File: src/rtl/adc_cap_pkg.sv
package adc_cap_pkg;

  typedef enum logic [1:0] {
    MODE_IDLE     = 2'd0,
    MODE_CAPTURE  = 2'd1,
    MODE_READBACK = 2'd2,
    MODE_DIRECT   = 2'd3
  } cap_mode_e;

  typedef struct packed {
    logic adc_oe;
    logic adc_pwr;
    logic sram_rd;
  } mode_ctl_t;

  function automatic mode_ctl_t decode_mode(cap_mode_e m);
    mode_ctl_t c;
    c = '0;
    unique case (m)
      MODE_CAPTURE:  begin c.adc_oe = 1'b1; c.adc_pwr = 1'b1; end
      MODE_READBACK: begin c.sram_rd = 1'b1; end
      MODE_DIRECT:   begin c.adc_oe = 1'b1; c.adc_pwr = 1'b1; end
      default:       c = '0;
    endcase
    return c;
  endfunction

endpackage

File: src/rtl/cap_sync.sv
module cap_sync #(
  parameter int W      = 1,
  parameter int STAGES = 2
) (
  input  logic         clk_i,
  input  logic         rst_ni,
  input  logic [W-1:0] d_i,
  output logic [W-1:0] q_o
);
  logic [STAGES-1:0][W-1:0] stg_q;

  always_ff @(posedge clk_i or negedge rst_ni) begin
    if (!rst_ni) begin
      stg_q <= '0;
    end else begin
      stg_q[0] <= d_i;
      for (int i = 1; i < STAGES; i++) stg_q[i] <= stg_q[i-1];
    end
  end

  assign q_o = stg_q[STAGES-1];
endmodule

File: src/rtl/cap_addr_ctr.sv
module cap_addr_ctr #(
  parameter int CNT_W = 23,
  parameter int LEN_S = 262144,
  parameter int LEN_M = 2097152,
  parameter int LEN_L = 4194304
) (
  input  logic             clk_i,
  input  logic             rst_ni,
  input  logic             clr_i,
  input  logic             adv_i,
  input  logic             wr_adv_i,
  input  logic [1:0]       len_sel_i,
  output logic [CNT_W-2:0] addr_o,
  output logic             at_len_o,
  output logic             stop_o
);
  localparam logic [CNT_W-1:0] LenS = CNT_W'(LEN_S);
  localparam logic [CNT_W-1:0] LenM = CNT_W'(LEN_M);
  localparam logic [CNT_W-1:0] LenL = CNT_W'(LEN_L);

  logic [CNT_W-1:0] cnt_q, cnt_nxt, len_w;
  logic             stop_q;

  always_comb begin
    unique case (len_sel_i)
      2'd0:    len_w = LenS;
      2'd1:    len_w = LenM;
      default: len_w = LenL;
    endcase
  end

  assign cnt_nxt = cnt_q + 1'b1;

  always_ff @(posedge clk_i or negedge rst_ni) begin
    if (!rst_ni) begin
      cnt_q  <= '0;
      stop_q <= 1'b0;
    end else if (clr_i) begin
      cnt_q  <= '0;
      stop_q <= 1'b0;
    end else if (adv_i) begin
      cnt_q <= cnt_nxt;
      if (wr_adv_i && (cnt_nxt >= len_w)) stop_q <= 1'b1;
    end
  end

  assign addr_o   = cnt_q[CNT_W-2:0];
  assign at_len_o = (cnt_q >= len_w);
  assign stop_o   = stop_q;
endmodule

File: src/rtl/cap_writer.sv
module cap_writer #(
  parameter int DATA_W = 16
) (
  input  logic              clk_i,
  input  logic              rst_ni,
  input  logic              fire_i,
  input  logic [DATA_W-1:0] sample_i,
  output logic              we_o,
  output logic [DATA_W-1:0] wdata_o
);
  always_ff @(posedge clk_i or negedge rst_ni) begin
    if (!rst_ni) begin
      we_o    <= 1'b0;
      wdata_o <= '0;
    end else begin
      we_o <= fire_i;
      if (fire_i) wdata_o <= sample_i;
    end
  end
endmodule

File: src/rtl/cap_host_rd.sv
module cap_host_rd
  import adc_cap_pkg::*;
#(
  parameter int DATA_W = 16
) (
  input  logic              clk_i,
  input  logic              rst_ni,
  input  cap_mode_e         mode_i,
  input  logic              cnt_run_i,
  input  logic              at_len_i,
  input  logic              busy_i,
  input  logic              strobe_i,
  input  logic [DATA_W-1:0] sample_i,
  input  logic [DATA_W-1:0] sram_rdata_i,
  input  logic              rd_ready_i,
  output logic              rd_valid_o,
  output logic [DATA_W-1:0] rd_data_o,
  output logic              rb_adv_o
);
  logic              fresh_q;
  logic [DATA_W-1:0] sample_q;
  logic              rb_valid, dir_valid;

  assign rb_valid  = (mode_i == MODE_READBACK) && cnt_run_i && !at_len_i && !busy_i;
  assign dir_valid = (mode_i == MODE_DIRECT) && fresh_q;

  always_ff @(posedge clk_i or negedge rst_ni) begin
    if (!rst_ni) begin
      fresh_q  <= 1'b0;
      sample_q <= '0;
    end else if (mode_i != MODE_DIRECT) begin
      fresh_q <= 1'b0;
    end else if (strobe_i) begin
      fresh_q  <= 1'b1;
      sample_q <= sample_i;
    end else if (dir_valid && rd_ready_i) begin
      fresh_q <= 1'b0;
    end
  end

  assign rd_valid_o = rb_valid || dir_valid;
  assign rd_data_o  = (mode_i == MODE_READBACK) ? sram_rdata_i : sample_q;
  assign rb_adv_o   = rb_valid && rd_ready_i;
endmodule

File: src/rtl/adc_capture_ctrl.sv
module adc_capture_ctrl
  import adc_cap_pkg::*;
#(
  parameter int DATA_W           = 16,
  parameter int ADDR_W           = 22,
  parameter int LEN_SMALL        = 262144,
  parameter int LEN_MID          = 2097152,
  parameter int LEN_LARGE        = 4194304,
  parameter bit TRIG_ACTIVE_HIGH = 1'b1
) (
  input  logic              clk_i,
  input  logic              rst_ni,
  input  logic [1:0]        mode_i,
  input  logic              cnt_run_i,
  input  logic [1:0]        len_sel_i,
  input  logic              trig_i,
  input  logic              adc_rdy_i,
  input  logic [DATA_W-1:0] adc_data_i,
  output logic              adc_oe_o,
  output logic              adc_pwr_o,
  output logic              sram_cs_o,
  output logic              sram_we_o,
  output logic              sram_oe_o,
  output logic [ADDR_W-1:0] sram_addr_o,
  output logic [DATA_W-1:0] sram_wdata_o,
  input  logic [DATA_W-1:0] sram_rdata_i,
  output logic              rd_valid_o,
  input  logic              rd_ready_i,
  output logic [DATA_W-1:0] rd_data_o,
  output logic              stop_o
);
  localparam int CNT_W = ADDR_W + 1;

  cap_mode_e mode_w;
  mode_ctl_t ctl_w;
  logic      trig_s, rdy_s, rdy_d, trig_act, strobe, fire;
  logic      at_len, rb_adv, we_w, stop_w;

  assign mode_w = cap_mode_e'(mode_i);
  assign ctl_w  = decode_mode(mode_w);

  cap_sync #(.W(2), .STAGES(2)) u_sync (
    .clk_i (clk_i),
    .rst_ni(rst_ni),
    .d_i   ({trig_i, adc_rdy_i}),
    .q_o   ({trig_s, rdy_s})
  );

  always_ff @(posedge clk_i or negedge rst_ni) begin
    if (!rst_ni) rdy_d <= 1'b0;
    else         rdy_d <= rdy_s;
  end
  assign strobe = rdy_s && !rdy_d;

  generate
    if (TRIG_ACTIVE_HIGH) begin : g_trig_hi
      assign trig_act = trig_s;
    end else begin : g_trig_lo
      assign trig_act = !trig_s;
    end
  endgenerate

  assign fire = strobe && (mode_w == MODE_CAPTURE) && cnt_run_i
                && !stop_w && !at_len && trig_act;

  cap_writer #(.DATA_W(DATA_W)) u_wr (
    .clk_i   (clk_i),
    .rst_ni  (rst_ni),
    .fire_i  (fire),
    .sample_i(adc_data_i),
    .we_o    (we_w),
    .wdata_o (sram_wdata_o)
  );

  cap_addr_ctr #(
    .CNT_W(CNT_W), .LEN_S(LEN_SMALL), .LEN_M(LEN_MID), .LEN_L(LEN_LARGE)
  ) u_ctr (
    .clk_i    (clk_i),
    .rst_ni   (rst_ni),
    .clr_i    (!cnt_run_i),
    .adv_i    (we_w || rb_adv),
    .wr_adv_i (we_w),
    .len_sel_i(len_sel_i),
    .addr_o   (sram_addr_o),
    .at_len_o (at_len),
    .stop_o   (stop_w)
  );

  cap_host_rd #(.DATA_W(DATA_W)) u_host (
    .clk_i       (clk_i),
    .rst_ni      (rst_ni),
    .mode_i      (mode_w),
    .cnt_run_i   (cnt_run_i),
    .at_len_i    (at_len),
    .busy_i      (we_w),
    .strobe_i    (strobe),
    .sample_i    (adc_data_i),
    .sram_rdata_i(sram_rdata_i),
    .rd_ready_i  (rd_ready_i),
    .rd_valid_o  (rd_valid_o),
    .rd_data_o   (rd_data_o),
    .rb_adv_o    (rb_adv)
  );

  assign adc_oe_o  = ctl_w.adc_oe;
  assign adc_pwr_o = ctl_w.adc_pwr;
  assign sram_we_o = we_w;
  assign sram_oe_o = ctl_w.sram_rd && !we_w;
  assign sram_cs_o = ctl_w.sram_rd || we_w;
  assign stop_o    = stop_w;
endmodule

File: config.mk
export PLATFORM = sky130hd
export DESIGN_NAME = adc_capture_ctrl
export DESIGN_NICKNAME = d
export VERILOG_FILES = /design/src/rtl/adc_cap_pkg.sv /design/src/rtl/cap_sync.sv /design/src/rtl/cap_addr_ctr.sv /design/src/rtl/cap_writer.sv /design/src/rtl/cap_host_rd.sv /design/src/rtl/adc_capture_ctrl.sv
export SDC_FILE = /design/constraint.sdc
export NUM_CORES = 1
export LEC_CHECK = 0
export BUFFER_PORTS_ARGS = -buffer_cell sky130_fd_sc_hd__buf_2
export CORE_ASPECT_RATIO = 1.4
export CORE_MARGIN = 2
export CORE_UTILIZATION = 35
export CTS_BUF_LIST = sky130_fd_sc_hd__clkbuf_4 sky130_fd_sc_hd__clkbuf_8
export DETAILED_ROUTE_END_ITERATION = 10
export GPL_TIMING_DRIVEN = 0
export HOLD_SLACK_MARGIN = 0.1
export MAX_ROUTING_LAYER = met4
export SYNTH_ARGS = -nofsm -noshare
export SYNTH_HDL_FRONTEND = slang
export SYNTH_SLANG_ARGS = --single-unit
export TNS_END_PERCENT = 20
File: constraint.sdc
create_clock -name clk_i -period 3.8 [get_ports clk_i]
set_clock_uncertainty 0.05 [all_clocks]
set_input_delay 0.76 -clock clk_i [delete_from_list [all_inputs] [get_ports clk_i]]
set_output_delay 0.76 -clock clk_i [all_outputs]
set_load 0.05 [all_outputs]
==> results of run 1 <==
## area by class of cell
type / count / area (µm²)
fill: 1072 / 5700
inverter: 8 / 30.0
clock inverter: 5 / 57.6
multi-input combinational: 235 / 1760
timing repair buffer: 103 / 531
buffer: 45 / 269
clock buffer: 11 / 145
tap: 138 / 173
sequential: 63 / 1580
## worst min-delay path by stage
stage,start,endpoint,slack [ps],cells past startpoint
2_1_floorplan,u_sync.stg_q[0],u_sync.q_o[0],280,0
3_3_place_gp,u_sync.stg_q[1],u_sync.q_o[1],290,0
3_5_place_dp,u_sync.stg_q[1],u_sync.q_o[1],290,0
4_1_cts,u_sync.stg_q[1],u_sync.q_o[1],310,0
5_1_grt,u_sync.stg_q[1],u_sync.q_o[1],320,0
6_report,u_sync.stg_q[1],u_sync.q_o[1],310,0
## cell families (layout without fill, tap and decap cells)
| family | Yosys count | count (layout) |
|---|---|---|
| AND/OR/NAND/NOR | 106 | 106 |
| flip-flops | 63 | 63 |
| AO/OA/AOI/OAI | 58 | 58 |
| multiplexers | 54 | 54 |
| buffers and inverters | 53 | 172 |
| adder cells (fa/ha/maj) | 9 | 9 |
| XOR/XNOR | 8 | 8 |
## state kept, by name, indices dropped and copies added, names as in the netlist
register,cells
u_wr.we_o,1
rdy_d,1
u_host.sample_q,16
u_host.fresh_q,1
u_ctr.stop_o,1
u_sync.q_o,2
u_sync.stg_q,2
u_wr.wdata_o,16
u_ctr.cnt_q,23
## power breakdown
part | internal, W | switching, W | total, W
logic | 0.000146 | 0.000329 | 0.000475
clock network | 0.000327 | 0.000274 | 0.000601
registers | 0.000739 | 0.0000364 | 0.000775
## worst max-delay path: stages
cell and delay, ps:
sky130_fd_sc_hd__buf_2 110, sky130_fd_sc_hd__nor2_1 140, sky130_fd_sc_hd__ha_1 160, sky130_fd_sc_hd__or3b_1 350, sky130_fd_sc_hd__a21o_1 200, sky130_fd_sc_hd__a221oi_2 310
sky130_fd_sc_hd__nand2_1 120, sky130_fd_sc_hd__o31ai_1 190, sky130_fd_sc_hd__and2_1 160, sky130_fd_sc_hd__buf_2 260
## per-layer routing
metal | up-vias | track usage (%)
li1 | 1486 | -
met1 | 1479 | 19.0
met2 | 101 | 30.2
met3 | 22 | 3.21
met4 | 0 | 6.70
met5 | - | -
## metrics by stage
stage | hold slack [ps] | util, %
finish | 306 | 44.3
global route | 317 | 44.3
CTS | 308 | 44.3
detailed placement | 291 | 42.4
global placement | 285 | 42.2
floorplan | 281 | -
## cell usage in the layout, fill, tap and decap left out, types with 2 or more instances in the layout
| cell | count |
|---|---|
| sky130_fd_sc_hd__a21oi_1 | 21 |
| sky130_fd_sc_hd__a31o_2 | 2 |
| sky130_fd_sc_hd__and2_1 | 2 |
| sky130_fd_sc_hd__and4_1 | 3 |
| sky130_fd_sc_hd__buf_2 | 107 |
| sky130_fd_sc_hd__buf_4 | 25 |
| sky130_fd_sc_hd__clkbuf_1 | 14 |
| sky130_fd_sc_hd__clkbuf_8 | 10 |
| sky130_fd_sc_hd__clkinvlp_4 | 3 |
| sky130_fd_sc_hd__dfrtp_1 | 63 |
| sky130_fd_sc_hd__ha_1 | 9 |
| sky130_fd_sc_hd__inv_1 | 8 |
| sky130_fd_sc_hd__mux2_1 | 9 |
| sky130_fd_sc_hd__mux2_2 | 40 |
| sky130_fd_sc_hd__mux2i_1 | 5 |
| sky130_fd_sc_hd__nand2_1 | 16 |
| sky130_fd_sc_hd__nand2b_1 | 3 |
| sky130_fd_sc_hd__nand3_1 | 11 |
| sky130_fd_sc_hd__nand4_1 | 12 |
| sky130_fd_sc_hd__nand4b_1 | 3 |
| sky130_fd_sc_hd__nor2_1 | 13 |
| sky130_fd_sc_hd__nor2b_1 | 4 |
| sky130_fd_sc_hd__nor3_1 | 6 |
| sky130_fd_sc_hd__nor4_1 | 5 |
| sky130_fd_sc_hd__o21a_1 | 2 |
| sky130_fd_sc_hd__o21ai_0 | 14 |
| sky130_fd_sc_hd__o31ai_1 | 10 |
| sky130_fd_sc_hd__or2_2 | 3 |
| sky130_fd_sc_hd__or3_1 | 13 |
| sky130_fd_sc_hd__or4_1 | 8 |
| sky130_fd_sc_hd__xnor2_1 | 3 |
| sky130_fd_sc_hd__xor2_1 | 5 |
==> impl_metrics.csv, run 1 <==
group,metric,value,unit
timing,timing_max_transition_violations_final,0,
place,placement.io_buffers,102,
floorplan,die_width,90.1,µm
timing,tightest_slew,680,ps
grt,largest_net_degree_at_the_start_of_global_routing,42,
synthesis,seq_area_frac_synth,43.4,%
floorplan,floorplan.initialDensity,35.5,%
grt,grt_first_pass_wirelength,15000,µm
synthesis,synth_edf_count,0,
route,ant_nets,0,
synthesis,parity_gate_share_of_the_synthesized_area_counting_xor_and_xnor_cells,1.93,%
route,via_count_of_the_routed_design,3088,
synthesis,synth_top_family_by_area,"simple AND/OR/NAND/NOR gates",
clock_network,clk_latency,340,ps
place,dpl.hpwl,7080,µm
power_and_ir_drop,power.density,408,nW/µm²
clock_network,clock_sinks,63,
grt,grt_usage,17.1,%
synthesis,yosysMostFrequentCell,"sky130_fd_sc_hd__dfrtp_1",
synthesis,portion_of_synthesized_cell_area_occupied_by_the_leading_cell_type,43.4,%
setup_path,path_max_fanout,2,
route,firstDrtPassIters,4,
clock_network,cts_inserted_buffers,9,
place,globalplace.congestion,0.892,
floorplan,design.die.area,11200,µm²
floorplan,ioPinCount,103,
route,drt_wl_total,9200,µm
layout,finish.cell_count_without_fillers,608,
job,drv_cap,0,
grt,gr-total-overflow,0,
synthesis,ys.flop_type,"sky130_fd_sc_hd__dfrtp_1",
timing,timing.final.setup_violations,0,
status,outcome,"complete, no violations",
place,post-place-ws,214,ps
setup_path,cp-start-kind,"input port",
synthesis,yosys_warnings,0,
power_and_ir_drop,totalPowerFinal,0.00185,W
route,iter_0_drt_violations,164,
layout,area_delta_synth_final,24.9,%
synthesis,synth_cell_types,44,
grt,grt_pass1_vias,3072,
setup_path,r2r_start,"u_ctr.cnt_q[10]",
clock_network,clock-root-buffer,"sky130_fd_sc_hd__clkbuf_8",
power_and_ir_drop,ir_drop,0.313,mV
timing,timing.slew.headroom,54.3,%
synthesis,synth_area,3630,µm²
synthesis,postSynthRegisterBits,63,
synthesis,netlist_instances,351,
layout,post_route_cells_drive_above_1_share,41.5,%
setup_path,path_class,"input port to primary output",
route,wl_met1,3830,µm
layout,fin_area,4540,µm²
worst_hold_path,timing.hold.worst.class,"flip-flop to flip-flop",
synthesis,synth-compound-area-share,9.99,%
synthesis,leading_cell_types_by_count_after_synthesis,"sky130_fd_sc_hd__dfrtp_1 (63), sky130_fd_sc_hd__mux2_2 (40), sky130_fd_sc_hd__buf_4 (25)",
timing,final_hold_fails,0,
floorplan,core_region_area,10200,µm²
clock_network,clkSlewWorstSetupHoldPaths,70,ps
power_and_ir_drop,total_leakage_power,2.13,nW
timing,finalCritPeriodShare,93.8,%
synthesis,ys_top_cells_by_area,"sky130_fd_sc_hd__dfrtp_1 (43%), sky130_fd_sc_hd__mux2_2 (12%), sky130_fd_sc_hd__buf_4 (5.2%)",
route,routed_wire_length_per_instance,15.1,µm
synthesis,synth_simple_gate_area_share,16.8,%
timing,layout_min_cycle_time,3570,ps
timing,timing.fmax,280,MHz
floorplan,core.rowCount,44,
layout,design.final.nets,516,
setup_path,worstSetupEndpoint,"rd_valid_o",
setup_path,cp_data_required_time,2990,ps
synthesis,postSynthNetCount,402,
synthesis,avgSynthCellArea,10.4,µm²
clock_network,post_cts_setup_driven_buffer_insertion_count,0,
route,route.met3.wl,433,µm
setup_path,setup_slack_on_the_worst_flop_to_flop_path,540,ps
place,postPlaceCellArea,4340,µm²
setup_path,crit_path_start,"len_sel_i[1]",
clock_network,cts-htree-levels,3,
timing,setup_ws,234,ps
route,avgViaCountPerCell,5.08,
synthesis,synthArstFlopShare,100,%
timing,timing.setup.tns,0,ps
place,place.detailed.instances,592,
setup_path,critical_path.endpoint_type,"primary output",
setup_path,timing.reg2reg.worst_path_depth,13,
clock_network,post_cts_resized,0,
route,dr_wl_met2,4760,µm
synthesis,synth_top_area_cell,"sky130_fd_sc_hd__dfrtp_1",
route,drc,0,
timing,grt_setup_unrepaired,"no",
clock_network,holdBufCountCts,0,
setup_path,timing.rr.end,"u_ctr.stop_o",
synthesis,synth.area.mux_share,16.6,%
route,topRoutingLayerUsed,"met4",
grt,antenna_found_initial,0,
setup_path,worstPathArrival,2760,ps
layout,antenna-diode-count,0,
synthesis,arithmetic_cell_share_of_the_synthesized_area_counting_full_adders_half_adders_and_majority_gates,3.10,%
floorplan,floorplan.die.height,125,µm
clock_network,clk_path_buf_depth,2,
clock_network,cts_tree,"done",
Power figures use the tool's default switching activity.
==> run 2, diff against run 1 <==
--- a/config.mk
+++ b/config.mk
@@ -5,6 +5,7 @@
 export SDC_FILE = /design/constraint.sdc
 export NUM_CORES = 1
 export LEC_CHECK = 0
+export ABC_AREA = 1
 export BUFFER_PORTS_ARGS = -buffer_cell sky130_fd_sc_hd__buf_2
 export CORE_ASPECT_RATIO = 1.4
 export CORE_MARGIN = 2
==> constraint.sdc (replaced) <==
create_clock -name clk_i -period 2.9 [get_ports clk_i]
set_clock_uncertainty 0.05 [all_clocks]
set_input_delay 0.58 -clock clk_i [delete_from_list [all_inputs] [get_ports clk_i]]
set_output_delay 0.58 -clock clk_i [all_outputs]
set_load 0.05 [all_outputs]
==> impl_metrics.csv, run 2 <==
group,metric,value,unit
layout,most-common-layout-cells,"sky130_fd_sc_hd__nand2_1 (159), sky130_fd_sc_hd__buf_2 (105), sky130_fd_sc_hd__inv_1 (56), sky130_fd_sc_hd__o21ai_0 (56), sky130_fd_sc_hd__dfrtp_1 (55)",
setup_path,critPathMostFrequentCell,"sky130_fd_sc_hd__nand2_1",
layout,multiInputGateArea,1820,µm²
layout,fin_area,4910,µm²
grt,grt.met1_usage,22.3,%
layout,largest_register_ffs,23,
setup_path,critical-path-max-stage-delay,430,ps
place,post-place-ws,-416,ps
timing,grt_setup_unrepaired,"yes",
route,drt_wl_total,10800,µm
route,via_count_of_the_routed_design,3770,
layout,antenna-diode-count,0,
power_and_ir_drop,power.density,525,nW/µm²
layout,area_delta_synth_final,30.0,%
setup_path,critical_path.endpoint_type,"flip-flop",
synthesis,seq_area_frac_synth,41.8,%
floorplan,floorplan.initialDensity,36.1,%
job,drv_cap,0,
synthesis,synthArstFlopShare,100,%
synthesis,netlist_instances,513,
synthesis,postSynthNetCount,564,
status,outcome,"finished with violations",
route,ant_nets,0,
synthesis,portion_of_synthesized_cell_area_occupied_by_the_leading_cell_type,41.8,%
synthesis,ys_top_cells_by_area,"sky130_fd_sc_hd__dfrtp_1 (42%), sky130_fd_sc_hd__nand2_1 (16%), sky130_fd_sc_hd__o21ai_0 (7.4%)",
layout,post_route_cells_drive_above_1_share,31.9,%
grt,grt_use_met3,3.56,%
status,violations_in_the_final_reports,"setup timing",
timing,layout_min_cycle_time,2910,ps
route,drc,0,
grt,largest_net_degree_at_the_start_of_global_routing,64,
place,dpl.hpwl,8100,µm
timing,timing_max_transition_violations_final,0,
clock_network,clock-root-buffer,"sky130_fd_sc_hd__clkbuf_8",
clock_network,cts_inserted_buffers,9,
floorplan,core.rowCount,44,
timing,timing.final.setup_violations,1,
floorplan,design.die.area,11600,µm²
place,place.detailed.instances,753,
route,avgViaCountPerCell,4.79,
layout,nFillCells,1092,
timing,tightest_slew,796,ps
setup_path,path_max_fanout,3,
layout,utilization,46.9,%
synthesis,synth_top_area_cell,"sky130_fd_sc_hd__dfrtp_1",
synthesis,synth_area,3770,µm²
setup_path,timing.critical_path.cells,"ha_4 > nand2_4 > nor2_8 > buf_6 > nand3_4 > nor4_4 > xor2_1 > ha_1 > nand2_1 > nor2_2 > nand2_1 > nor2_1 > nand2_1 > nor2_1 > nand2_1 > nor2_1 > nand3_1 > nand2_1 > nand2_1 > a21oi_2",
layout,design.final.nets,695,
timing,finalCritPeriodShare,100,%
layout,layout_top_registers,"u_ctr.cnt_q x23, u_host.sample_q x16, u_wr.wdata_o x16",
synthesis,synth_cell_types,31,
place,placement.io_buffers,102,
clock_network,clock_sinks,63,
clock_network,holdBufCountCts,0,
grt,top_usage_layer,"met2",
layout,register_containing_the_most_flip_flops_in_the_final_layout,"u_ctr.cnt_q",
floorplan,floorplan.die.height,127,µm
route,routed_wire_length_per_instance,13.7,µm
floorplan,ioPinCount,103,
timing,final_hold_fails,0,
power_and_ir_drop,total_leakage_power,2.70,nW
setup_path,worstPathArrival,3150,ps
timing,timing.fmax,343,MHz
setup_path,cp_data_required_time,3140,ps
synthesis,postSynthRegisterBits,63,
power_and_ir_drop,totalPowerFinal,0.00257,W
synthesis,ys.flop_type,"sky130_fd_sc_hd__dfrtp_1",
place,globalplace.congestion,0.904,
clock_network,cts_tree,"done",
setup_path,cp-start-kind,"flip-flop",
synthesis,yosysMostFrequentCell,"sky130_fd_sc_hd__nand2_1",
synthesis,yosys_warnings,0,
route,iter_0_drt_violations,143,
timing,setup_ws,-13.9,ps
clock_network,cts-htree-levels,3,
route,firstDrtPassIters,5,
grt,grt_pass1_vias,3776,
grt,gr-total-overflow,0,
synthesis,synth_edf_count,0,
clock_network,clk_latency,350,ps
grt,antenna_found_initial,0,
synthesis,leading_cell_types_by_count_after_synthesis,"sky130_fd_sc_hd__nand2_1 (162), sky130_fd_sc_hd__dfrtp_1 (63), sky130_fd_sc_hd__inv_1 (56), sky130_fd_sc_hd__o21ai_0 (56)",
grt,grt_first_pass_wirelength,17800,µm
floorplan,core_region_area,10500,µm²
power_and_ir_drop,ir_drop,0.357,mV
worst_hold_path,timing.hold.worst.class,"input port to asynchronous set/reset pin",
clock_network,clkSlewWorstSetupHoldPaths,80,ps
synthesis,avgSynthCellArea,7.36,µm²
grt,grt_usage,19.9,%
clock_network,clk_path_buf_depth,2,
grt,groute.layer.met2.usage,33.8,%
floorplan,die_width,91.8,µm
place,postPlaceCellArea,4460,µm²
layout,layout.area.seq,1590,µm²
setup_path,path_class,"flip-flop to flip-flop",
layout,finish.cell_count_without_fillers,787,
timing,timing.slew.headroom,47.0,%
setup_path,cpMaxStageDelayCell,"sky130_fd_sc_hd__dfrtp_2",
layout,final_common_cell,"sky130_fd_sc_hd__nand2_1",
[run 2: worst paths after layout]
| kind | startpoint | to | slack [ps] | cells after the start |
|---|---|---|---|---|
| max in group asynchronous | rst_ni | u_ctr.cnt_q[0] | 1970 | 1 |
| max | u_ctr.cnt_q[0] | u_ctr.stop_o | -10 | 20 |
| min | rst_ni | u_ctr.cnt_q[9] | 240 | 1 |
| min reg2reg | u_sync.stg_q[1] | u_sync.q_o[1] | 300 | 0 |
| min in group clk_i | trig_i | u_sync.stg_q[1] | 280 | 1 |
| max reg2reg | u_ctr.cnt_q[0] | u_ctr.stop_o | -10 | 20 |
[run 2: kinds of logic after synthesis]
family | after synthesis | synth area share [%]
compound gates | 65 | 8.95
simple gates | 273 | 32.8
xor+xnor | 6 | 1.39
flops | 63 | 41.8
buf+inv | 97 | 12.1
fa+ha+maj | 9 | 2.98
[run 2: layout make-up]
cell class / instances / area share, %
Multi-Input combinational cell: 353 / 37.2
Clock inverter: 6 / 1.73
Inverter: 59 / 4.51
Sequential cell: 63 / 32.3
Timing Repair Buffer: 120 / 13.3
Buffer: 38 / 4.77
Clock buffer: 10 / 2.68
Tap cell: 138 / 3.52
[run 2: worst max-delay path, delay by kind of cell (launching register included)]
kind	cells	cell delay [ps]
AOI/OAI and AO/OA	1	140
xor gates and xnor gates	1	130
and+or+nand+nor	15	1510
buffers and inverters	1	130
adders and majority gates	2	440
DFF	1	430
[run 2: per-layer routing]
| metal | wire [µm] | up-vias |
|---|---|---|
| met5 | 0 | - |
| met4 | 368 | 0 |
| met3 | 547 | 30 |
| met2 | 5510 | 124 |
| met1 | 4380 | 1736 |
| li1 | - | 1880 |
[run 2: through the flow]
stage,setup TNS [ps],hold WS [ps]
finish,-13.9,244
CTS,0,272
global route,-211,274
detailed placement,-416,285
global placement,-366,285
floorplan,0,234
[run 2: timing repair]
action,4_1_cts,5_1_grt
resized for setup,19,8
cloned,0,0
pin swaps,8,20
setup buffers,15,3
setup endpoints to repair,1,1
[run 2: power breakdown]
part / leakage, nW / switching, W / internal (W)
logic: 1.78 / 0.000515 / 0.000175
registers: 0.820 / 0.0000594 / 0.000972
clock network: 0.106 / 0.000363 / 0.000490
total: 2.70 / 0.000937 / 0.00164
